### config.mk
export PLATFORM = sky130hd
export DESIGN_NAME = spi_frame_status
export DESIGN_NICKNAME = d
export VERILOG_FILES = /design/src/rtl/spi_stat_pkg.sv /design/src/rtl/spi_cs_edge.sv /design/src/rtl/spi_evt_flags.sv /design/src/rtl/spi_rx_excess.sv /design/src/rtl/spi_frame_status.sv
export SDC_FILE = /design/constraint.sdc
export NUM_CORES = 1
export LEC_CHECK = 0
export BUFFER_PORTS_ARGS = -buffer_cell sky130_fd_sc_hd__buf_4
export CORE_AREA = 2 2 39 41
export CTS_CLUSTER_DIAMETER = 100
export DETAILED_ROUTE_END_ITERATION = 10
export DIE_AREA = 0 0 41 43
export GPL_ROUTABILITY_DRIVEN = 0
export PLACE_DENSITY = 0.73
export SLEW_MARGIN = 20
export SYNTH_ARGS = -nofsm -noshare
export SYNTH_HDL_FRONTEND = slang
export SYNTH_SLANG_ARGS = --single-unit
### constraint.sdc
create_clock -name clk -period 1.73 [get_ports clk]
set_input_delay 0.346 -clock clk [delete_from_list [all_inputs] [get_ports clk]]
set_output_delay 0.346 -clock clk [all_outputs]
set_load 0.01 [all_outputs]
### src/rtl/spi_stat_pkg.sv
package spi_stat_pkg;
    localparam int STAT_W     = 16;
    localparam int POS_END    = 14;
    localparam int POS_START  = 13;
    localparam int POS_ABORT  = 12;
    localparam int POS_EXCESS = 11;

    typedef struct packed {
        logic frame_end;
        logic frame_start;
        logic abort;
    } evt_flags_t;

    localparam evt_flags_t FLAGS_NONE = '{frame_end: 1'b0, frame_start: 1'b0, abort: 1'b0};

    function automatic logic [STAT_W-1:0] pack_status(evt_flags_t f, logic excess);
        logic [STAT_W-1:0] w;
        w = '0;
        w[POS_END]    = f.frame_end;
        w[POS_START]  = f.frame_start;
        w[POS_ABORT]  = f.abort;
        w[POS_EXCESS] = excess;
        return w;
    endfunction

    function automatic logic any_flag(evt_flags_t f);
        return f.frame_end | f.frame_start | f.abort;
    endfunction
endpackage

### src/rtl/spi_cs_edge.sv
module spi_cs_edge #(
    parameter int SYNC_STAGES = 2
) (
    input  logic clk,
    input  logic rst,
    input  logic enable,
    input  logic cs_async,
    output logic rise,
    output logic fall
);
    localparam int LAST = SYNC_STAGES - 1;

    logic [LAST:0] chain;
    logic          prev;

    generate
        if (SYNC_STAGES == 1) begin : g_one
            always_ff @(posedge clk) begin
                if (rst) chain <= 1'b1;
                else     chain <= cs_async;
            end
        end else begin : g_many
            always_ff @(posedge clk) begin
                if (rst) chain <= '1;
                else     chain <= {chain[LAST-1:0], cs_async};
            end
        end
    endgenerate

    always_ff @(posedge clk) begin
        if (rst) prev <= 1'b1;
        else     prev <= chain[LAST];
    end

    always_comb begin
        rise = enable &  chain[LAST] & ~prev;
        fall = enable & ~chain[LAST] &  prev;
    end
endmodule

### src/rtl/spi_evt_flags.sv
module spi_evt_flags
    import spi_stat_pkg::*;
(
    input  logic       clk,
    input  logic       rst,
    input  logic       enable,
    input  evt_flags_t set_evt,
    input  logic       rd_clr,
    output evt_flags_t flags
);
    evt_flags_t nxt;

    always_comb begin
        if (!enable) begin
            nxt = FLAGS_NONE;
        end else begin
            nxt = rd_clr ? FLAGS_NONE : flags;
            nxt = nxt | set_evt;
        end
    end

    always_ff @(posedge clk) begin
        if (rst) flags <= FLAGS_NONE;
        else     flags <= nxt;
    end
endmodule

### src/rtl/spi_rx_excess.sv
module spi_rx_excess #(
    parameter int LVL_W = 4,
    parameter int TH_W  = 2
) (
    input  logic [LVL_W-1:0] level,
    input  logic [TH_W-1:0]  thresh,
    output logic             excess
);
    localparam int CMP_W = (LVL_W > TH_W) ? LVL_W : TH_W;

    logic [CMP_W-1:0] lvl_x, th_x;

    always_comb begin
        lvl_x  = CMP_W'(level);
        th_x   = CMP_W'(thresh);
        excess = lvl_x > th_x;
    end
endmodule

### src/rtl/spi_frame_status.sv
module spi_frame_status
    import spi_stat_pkg::*;
#(
    parameter int BIT_W       = 3,
    parameter int LVL_W       = 4,
    parameter int TH_W        = 2,
    parameter int SYNC_STAGES = 2
) (
    input  logic              clk,
    input  logic              rst,
    input  logic              enable,
    input  logic              cont_mode,
    input  logic              cs_irq_en,
    input  logic              cs_n,
    input  logic [BIT_W-1:0]  bit_cnt,
    input  logic              byte_done,
    input  logic [LVL_W-1:0]  rx_level,
    input  logic [TH_W-1:0]   rx_thresh,
    input  logic              stat_rd,
    output logic [STAT_W-1:0] stat_word,
    output logic              irq
);
    logic       cs_rise, cs_fall, excess, edge_ok, partial;
    evt_flags_t set_evt, flags;

    spi_cs_edge #(.SYNC_STAGES(SYNC_STAGES)) u_edge (
        .clk(clk), .rst(rst), .enable(enable), .cs_async(cs_n),
        .rise(cs_rise), .fall(cs_fall)
    );

    always_comb begin
        edge_ok             = cont_mode & cs_irq_en;
        partial             = (bit_cnt != '0) & ~byte_done;
        set_evt.frame_end   = cs_rise & edge_ok;
        set_evt.frame_start = cs_fall & edge_ok;
        set_evt.abort       = cs_rise & partial;
    end

    spi_evt_flags u_flags (
        .clk(clk), .rst(rst), .enable(enable), .set_evt(set_evt),
        .rd_clr(stat_rd), .flags(flags)
    );

    spi_rx_excess #(.LVL_W(LVL_W), .TH_W(TH_W)) u_excess (
        .level(rx_level), .thresh(rx_thresh), .excess(excess)
    );

    always_comb begin
        stat_word = pack_status(flags, excess);
        irq       = any_flag(flags);
    end
endmodule

==> results of run 1 <==
flip-flops by register name (all words and copies together) (netlist names):
signal         count
u_edge.prev        1
u_flags.flags      3
u_edge.chain       2
power by group through the flow:
stage,Combinational [mW],Clock [mW],Sequential [mW]
after global routing,0.0774,0.144,0.143
after global placement,0.0624,0,0.146
after detailed placement,0.0641,0,0.146
after CTS,0.0678,0.130,0.143
final,0.0686,0.127,0.144
after floorplan,0.0512,0,0.146
cells in the final DEF (no fill, tap or decap), drive strengths merged:
cell type   n
buf        21
nand4       1
inv         3
a21oi       2
nor2b       1
or2         3
nor2        1
nand2       3
ha          2
or4         1
or3         2
nor3        1
dfxtp       6
conb       12
clkbuf      3
nand4b      1
nand2b      1
a2bb2oi     2
final cells by class:
class | instances | area, sq um | share of cell area, %
multi-input cells | 33 | 196.4 | 36.94
repair buffers | 21 | 161.4 | 30.35
flip-flops and latches | 6 | 120.1 | 22.59
clock buffers | 3 | 22.52 | 4.235
well taps | 16 | 20.02 | 3.765
inverters | 3 | 11.26 | 2.118
synthesized netlist by cell type:
master     count  area [sq um]
buf_4         13         97.59
dfxtp_1        6         120.1
inv_1          3         11.26
nand2_1        3         11.26
or2_1          3         18.77
a21oi_1        2         10.01
a2bb2oi_1      2         17.52
ha_1           2         25.02
or3_1          2         12.51
conb_1         1         3.750
nand2b_1       1         6.260
nand4_1        1         6.260
nand4b_1       1         8.760
nor2_1         1         3.750
nor2b_1        1         6.260
nor3_1         1         5.000
or4_1          1         7.510
kinds of logic after synthesis:
kind of cell / count (synthesis) / synth area share, %
buffers and inverters: 16 / 29.29
adder cells (fa/ha/maj): 2 / 6.733
AO/OA/AOI/OAI: 4 / 7.408
flip-flops: 6 / 32.32
other: 1 / 1.009
AND/OR/NAND/NOR: 15 / 23.23
stage by stage:
stage	TNS (ns)	utilization [%]	area, sq um
after floorplan	0	-	412.9
after global placement	-0.04358	35.62	493.0
after detailed placement	-0.06758	35.62	493.0
after CTS	-0.001050	38.16	528.0
after global routing	-0.03274	38.43	531.8
final	0	38.43	531.8
layer usage:
metal	routed length (um)	vias up	global-route usage, %
met1	225	142	8.469
met4	0	0	2.000
met2	331	26	14.69
met3	141	0	6.806
li1	-	164	-
met5	0	-	0
critical path, cell delays in order:
cell       delay, ns
buf_4           0.11
inv_2           0.05
ha_4            0.19
nor2b_1         0.12
a2bb2oi_1       0.11
or3_1           0.32
buf_6           0.13
worst max-delay path by stage:
stage / slack, ns / to / from
after floorplan: 0.08 / stat_word[11] / rx_thresh[1]
after global placement: -0.04 / stat_word[11] / rx_level[1]
after detailed placement: -0.07 / stat_word[11] / rx_level[1]
after CTS: -0.001 / stat_word[11] / rx_thresh[1]
after global routing: -0.03 / stat_word[11] / rx_thresh[1]
final: 0.004 / stat_word[11] / rx_thresh[1]
repair_timing:
action | 4_1_cts | 5_1_grt
resized for setup | 2 | 1
pin swaps | 0 | 0
gates cloned | 0 | 0
endpoints found under the setup margin | 1 | 1
==> results by group, run 1 <==
Power
  – Leakage power: 0.2689 nW
  – Clock share of power: 37.4%
  – Internal cell power: 259.3 uW
  – Net Sw Frac: 23.52%
  – Pwr Density: 637.5 nW/um^2
  – Combinational fraction of design power: 20.2%
  – Max VDD drop: 518.7 uV
  – Reg power frac: 42.3%
  – Psw: 79.75 uW
  – Final Total Pwr: 339.0 uW

Clocking
  – CTS sink cnt: 6
  – H-tree depth: 1
  – Worst-Skew Late Latency: 0.24 ns
  – Longest Clk Path Bufs: 2
  – Total CTS buffers: 3
  – Worst-path clk slew: 0.04 ns
  – Post-CTS setup buffer count: 0
  – CTS Hold Bufs: 0
  – CTS tree: yes
  – Root Buffer: clkbuf_4

Global route
  – Initial antenna violation count: 0
  – GRT Overall Usage: 8.972%
  – GRT overflow: 0
  – Largest net degree at the start of global routing: 5
  – Global-route wire length before repair: 1.055 mm
  – Vias in the first global route: 284

Worst hold path
  – Hold path depth: 2
  – Hold Crit Start: cs_n
  – Hold EP: u_edge.chain[0]$_SDFF_PP1_
  – HP Class: primary input to register

Placement
  – Port bufs: 21
  – Placed cell count: 79
  – Dpl ws: -0.06758 ns
  – HPWL Detailed: 602.9 um

Timing
  – Final period util: 99.75%
  – Final hold slack: 0.2886 ns
  – Hold Violations, Final: 0
  – Unrepaired setup endpoints after global routing: yes
  – Final setup fails: 0
  – Fin crit period: 1.726 ns
  – PnR worst setup slack: 0.004380 ns
  – Worst clock skew: 0.0003559 ns
  – F_max: 579.5 MHz
  – Final-report max-slew violation count: 0

Run status
  – Status: finished clean

Floorplan
  – Die width: 41 um
  – Die ar.: 1763 sq um
  – Core area: 1384 sq um
  – Rows: 14
  – Num ports: 34
  – Initial Utilization: 26.85%
  – Die Span Y: 43 um

Detailed routing
  – Total number of vias: 332
  – First-pass DRT Iterations: 3
  – Antenna Nets Post-Route: 0
  – Wire per inst: 8.500 um
  – DRC: 0
  – DRT Wirelength: 697 um
  – Vias/cell: 4.049
  – DR iter-0 viols: 2

Setup path
  – Worst R2R Path Depth: 3
  – Setup crit end kind: output pin
  – Critical path class: primary input to output pin
  – CP Launch Type: primary input
  – Reg-to-Reg End: u_flags.flags[0]$_SDFF_PP0_
  – FF-to-FF setup slack: 0.66 ns
  – Worst EP required: 1.38 ns
  – Worst r2r src: u_edge.chain[1]$_SDFF_PP1_
  – Crit-path max FO: 2
  – Worst Path Arrival: 1.38 ns

Logic synthesis
  – Syn Area/Cell: 8.446 sq um
  – Library cells used by synthesis: 17
  – Synth Cell Area: 371.6 sq um
  – Syn Inst Count: 44
  – Register area share after synthesis: 32.32%
  – Synthesized flop and latch total: 6
  – Synth Warn #: 0

Cells and area
  – Non-filler instance count after layout: 82
  – Fillers: 150
  – Post-layout net count: 87
  – Share of cells above drive strength 1: 39.39%
  – Diodes inserted: 0
  – Area Overhead vs Synth: 43.10%

Run
  – Max-Cap Viols: 0
Power figures use the tool's default switching activity.
==> run 2: changes to the inputs <==
- CELL_PAD_IN_SITES_DETAIL_PLACEMENT: default -> 2
- CELL_PAD_IN_SITES_GLOBAL_PLACEMENT: default -> 2
- CORE_AREA: 2 2 39 41 -> default
- CORE_MARGIN: default -> 1.5
- CORE_UTILIZATION: default -> 16
- DIE_AREA: 0 0 41 43 -> default
- PLACE_DENSITY: 0.73 -> 0.82
==> run 2 against run 1 <==
  * Sequential cell count unchanged
  * Critical path depth is the same
  * Fmax is 1.8% higher
  * Largest power group unchanged
==> results by group, run 2 (synthesis results as in run 1) <==
Run status
  – Status: finished clean

Detailed routing
  – First-pass DRT Iterations: 1
  – DR iter-0 viols: 0
  – Wire per inst: 9.404 um
  – DRT Wirelength: 884 um
  – DRC: 0
  – Total number of vias: 338
  – Vias/cell: 3.596
  – Antenna Nets Post-Route: 0

Cells and area
  – Multi-input logic area: 203.9 sq um
  – Most frequent cells in the layout: 18 x buf_4, 12 x conb_1, 6 x dfxtp_1
  – Most flop-heavy register: u_flags.flags
  – Fillers: 277
  – Largest regs: u_flags.flags (3), u_edge.chain (2), u_edge.prev (1)
  – Area Overhead vs Synth: 51.85%
  – Register Area: 120.1 sq um
  – Max FFs per register: 3
  – Post-layout net count: 87
  – Diodes inserted: 0
  – Util after Layout: 25.51%
  – Share of cells above drive strength 1: 40.91%
  – Leading cell type in the layout, fill and taps excluded: buf_4

Setup path
  – Critical path startpoint: rx_thresh[1]
  – Reg-to-Reg End: u_flags.flags[0]$_SDFF_PP0_
  – Worst EP required: 1.38 ns
  – Setup crit end kind: output pin
  – Worst Setup EP: stat_word[11]
  – Worst R2R Path Depth: 3
  – Worst r2r src: u_edge.chain[1]$_SDFF_PP1_
  – Critical path class: primary input to output pin
  – FF-to-FF setup slack: 0.62 ns
  – Worst Path Arrival: 1.35 ns
  – CP Launch Type: primary input
  – Crit-path max FO: 2

Power
  – Max VDD drop: 260.4 uV
  – Clock share of power: 36.8%
  – Leakage power: 0.2770 nW
  – Combinational fraction of design power: 21.8%
  – Psw: 83.51 uW
  – Pwr Density: 615.3 nW/um^2
  – Internal cell power: 263.7 uW
  – Net Sw Frac: 24.05%
  – Reg power frac: 41.4%

Floorplan
  – Die width: 51.19 um
  – Rows: 17
  – Die ar.: 2620 sq um
  – Core area: 2212 sq um
  – Num ports: 34
  – Die Span Y: 51.19 um
  – Initial Utilization: 16.80%

Global route
  – Vias in the first global route: 359
  – GRT overflow: 0
  – Largest net degree at the start of global routing: 5
  – Global-route wire length before repair: 1.428 mm
  – Initial antenna violation count: 0
  – GRT Overall Usage: 7.528%

Clocking
  – CTS tree: yes
  – Longest Clk Path Bufs: 2
  – Total CTS buffers: 3
  – Root Buffer: clkbuf_4
  – CTS sink cnt: 6
  – Worst-Skew Late Latency: 0.24 ns
  – H-tree depth: 1
  – Worst-path clk slew: 0.04 ns

Timing
  – Final hold slack: 0.2820 ns
  – Fin crit period: 1.695 ns
  – F_max: 589.9 MHz
  – Hold Violations, Final: 0
  – Unrepaired setup endpoints after global routing: yes
  – Final-report max-slew violation count: 0
  – Final setup fails: 0
  – Setup TNS: 0 ns
  – Worst clock skew: 0.0008203 ns
  – Final period util: 97.99%

Worst hold path
  – Hold path depth: 2
  – HP Class: primary input to register

Placement
  – Port bufs: 21

Run
  – Max-Cap Viols: 0
-- run 2: changes by cell type in the layout (fill, tap and decap cells not counted) --
cell / change
buf_4: -2
buf_6: +2
inv_2: -1
inv_4: +1
nor2b_1: -1
nor2b_4: +1
-- run 2: worst min path at each step --
stage                               startpoint                         end  slack, ns
finish                                    cs_n  u_edge.chain[0]$_SDFF_PP1_       0.28
global route                              cs_n  u_edge.chain[0]$_SDFF_PP1_       0.29
CTS                                       cs_n  u_edge.chain[0]$_SDFF_PP1_       0.28
detailed placement  u_edge.chain[0]$_SDFF_PP1_  u_edge.chain[1]$_SDFF_PP1_       0.41
global placement    u_edge.chain[0]$_SDFF_PP1_  u_edge.chain[1]$_SDFF_PP1_       0.39
floorplan           u_edge.chain[0]$_SDFF_PP1_  u_edge.chain[1]$_SDFF_PP1_       0.38
-- run 2: critical path, stage by stage --
cell and delay (ns):
buf_6 0.10, inv_4 0.04, ha_4 0.18, nor2b_4 0.11, a2bb2oi_1 0.12, or3_1 0.32
buf_6 0.13
-- run 2: cell type report --
type	count	share of cell area (%)
inverters	3	2.439
flip-flops and latches	6	21.29
multi-input cells	33	36.14
repair buffers	21	29.93
well taps	28	6.208
clock buffers	3	3.991
-- run 2: power groups by stage --
stage	registers [mW]	logic (mW)	clock network (mW)
2_1_floorplan	0.146	0.0512	0
5_1_grt	0.144	0.0836	0.143
6_report	0.144	0.0757	0.128
4_1_cts	0.144	0.0720	0.133
3_5_place_dp	0.146	0.0658	0
3_3_place_gp	0.146	0.0634	0
-- run 2: stage by stage --
step / setup WS, ns / area, sq um / std cells / power, mW
after detailed placement: -0.07217 / 508.0 / 91 / 0.2118
after global routing: -0.01046 / 564.3 / 94 / 0.3706
after CTS: 0.009356 / 554.3 / 94 / 0.3483
after global placement: -0.04799 / 508.0 / 91 / 0.2092
final: 0.03473 / 564.3 / 94 / 0.3472
after floorplan: 0.07660 / 412.9 / 55 / 0.1968
-- run 2: metal layers --
metal	track usage, %	vias to the layer above	part of all wire (%)
met5	0	-	0
met4	2.703	0	1.0
met3	4.971	2	14
met2	12.77	24	48
met1	7.244	148	37
li1	-	164	-
-- run 2: repair_timing --
item                       4_1_cts  5_1_grt
gates resized for setup          5        2
buffers inserted                 0        0
hold buffers                     0        0
setup endpoints to repair        1        1
==> run 3: changes to the inputs <==
- CORE_MARGIN: 1.5 -> 4
- PLACE_DENSITY: 0.82 -> default
- PLACE_DENSITY_LB_ADDON: default -> 0.2
==> run 3 against run 2 <==
  * Fmax down 2.0%
  * Final area shrank 1.3%
  * Sequential share of layout area increased by 0.29 points
  * Cell count did not move
  * Critical endpoint unchanged
  * Worst setup slack worse by 0.034 ns
  * Sequential power is essentially flat
  * Clock power about the same
  * Core utilization decreased by 0.34 points
  * Non-clock buffer count stayed put
==> results by group, run 3 (synthesis results as in run 1) <==
Setup path
  – Worst EP required: 1.38 ns
  – Setup crit end kind: output pin
  – FF-to-FF setup slack: 0.62 ns
  – Reg-to-Reg End: u_flags.flags[0]$_SDFF_PP0_
  – Critical path startpoint: rx_thresh[1]
  – CP Launch Type: primary input
  – Critical path class: primary input to output pin
  – Worst R2R Path Depth: 3
  – Worst r2r src: u_edge.chain[1]$_SDFF_PP1_
  – Worst Path Arrival: 1.38 ns
  – Crit-path max FO: 2

Cells and area
  – Most frequent cells in the layout: 20 x buf_4, 12 x conb_1, 6 x dfxtp_1
  – Util after Layout: 25.17%
  – Most flop-heavy register: u_flags.flags
  – Diodes inserted: 0
  – Share of cells above drive strength 1: 40.91%
  – Fillers: 276
  – Largest regs: u_flags.flags (3), u_edge.chain (2), u_edge.prev (1)
  – Finished Cell Area: 556.8 sq um
  – Max FFs per register: 3
  – Post-layout net count: 87
  – Leading cell type in the layout, fill and taps excluded: buf_4
  – Area Overhead vs Synth: 49.83%

Detailed routing
  – First-pass DRT Iterations: 1
  – DR iter-0 viols: 0
  – Wire per inst: 9.766 um
  – DRT Wirelength: 918 um
  – DRC: 0
  – Antenna Nets Post-Route: 0
  – Vias/cell: 3.638
  – Total number of vias: 342

Floorplan
  – Die Span Y: 56.19 um
  – Num ports: 34
  – Initial Utilization: 16.80%
  – Die ar.: 3157 sq um
  – Core area: 2212 sq um
  – Die width: 56.19 um
  – Rows: 17

Timing
  – Setup TNS: 0 ns
  – F_max: 578.1 MHz
  – Fin crit period: 1.730 ns
  – Final period util: 99.98%
  – Final setup fails: 0
  – Hold Violations, Final: 0
  – Worst clock skew: 0.001136 ns
  – Unrepaired setup endpoints after global routing: yes
  – Final-report max-slew violation count: 0
  – PnR worst setup slack: 0.0003294 ns

Power
  – Net Sw Frac: 23.66%
  – Psw: 81.12 uW
  – Clock share of power: 36.7%
  – Combinational fraction of design power: 21.4%
  – Internal cell power: 261.8 uW
  – Reg power frac: 41.9%
  – Leakage power: 0.2746 nW
  – Final Total Pwr: 342.9 uW
  – Pwr Density: 615.8 nW/um^2
  – Max VDD drop: 325.0 uV

Clocking
  – Root Buffer: clkbuf_4
  – CTS sink cnt: 6
  – CTS resizes: 2
  – CTS Hold Bufs: 0
  – H-tree depth: 1
  – Worst-Skew Late Latency: 0.24 ns
  – CTS tree: yes
  – Post-CTS setup buffer count: 0
  – Total CTS buffers: 3
  – Worst-path clk slew: 0.05 ns
  – Longest Clk Path Bufs: 2

Global route
  – GRT Overall Usage: 6.395%
  – Global-route wire length before repair: 1.518 mm
  – Vias in the first global route: 358
  – GRT overflow: 0
  – Largest net degree at the start of global routing: 5
  – Initial antenna violation count: 0

Worst hold path
  – Hold path depth: 2
  – Hold Crit Start: cs_n
  – Hold EP: u_edge.chain[0]$_SDFF_PP1_
  – HP Class: primary input to register

Placement
  – Dpl ws: -0.07317 ns
  – HPWL Detailed: 811.9 um
  – Port bufs: 21
  – Area after DPL: 508.0 sq um

Run
  – Max-Cap Viols: 0

Run status
  – Status: finished clean
## run 3: worst max path at each step
stage / end / slack (ns) / cells past startpoint
after floorplan: stat_word[11] / 0.08 / 6
after CTS: stat_word[11] / -0.02 / 7
final: stat_word[11] / 0.0003 / 7
after global routing: stat_word[11] / -0.04 / 7
after detailed placement: stat_word[11] / -0.07 / 6
after global placement: stat_word[11] / -0.06 / 6
## run 3: critical path, cell delays in order
cell and delay [ns]:
buf_4 0.12, inv_4 0.05, ha_4 0.19, nor2b_4 0.12
a2bb2oi_1 0.12, or3_1 0.32, buf_6 0.13
## run 3: final cells by class
type | count | area [sq um] | area share [%]
clock buffer | 3 | 22.52 | 4.045
inverter | 3 | 13.76 | 2.472
multi-input combinational | 33 | 203.9 | 36.63
sequential | 6 | 120.1 | 21.57
tap | 28 | 35.03 | 6.292
timing repair buffer | 21 | 161.4 | 28.99
## run 3: per-layer routing
metal	vias to the layer above	GRT usage (%)	part of all wire, %
met5	-	0	0
met3	2	3.248	11
met4	0	5.085	1.7
met1	155	6.986	38
li1	167	-	-
met2	18	9.182	49
## run 3: stage by stage
| stage | std cells | hold WS [ns] |
|---|---|---|
| floorplan | 55 | 0.3832 |
| global placement | 91 | 0.3852 |
| detailed placement | 91 | 0.3982 |
| CTS | 94 | 0.2822 |
| global route | 94 | 0.2797 |
| finish | 94 | 0.2876 |
## run 3: power by group through the flow
stage	logic, mW	registers (mW)	clock network (mW)
floorplan	0.0512	0.146	0
global placement	0.0643	0.146	0
detailed placement	0.0652	0.146	0
CTS	0.0684	0.144	0.134
global route	0.0821	0.144	0.150
finish	0.0735	0.144	0.126
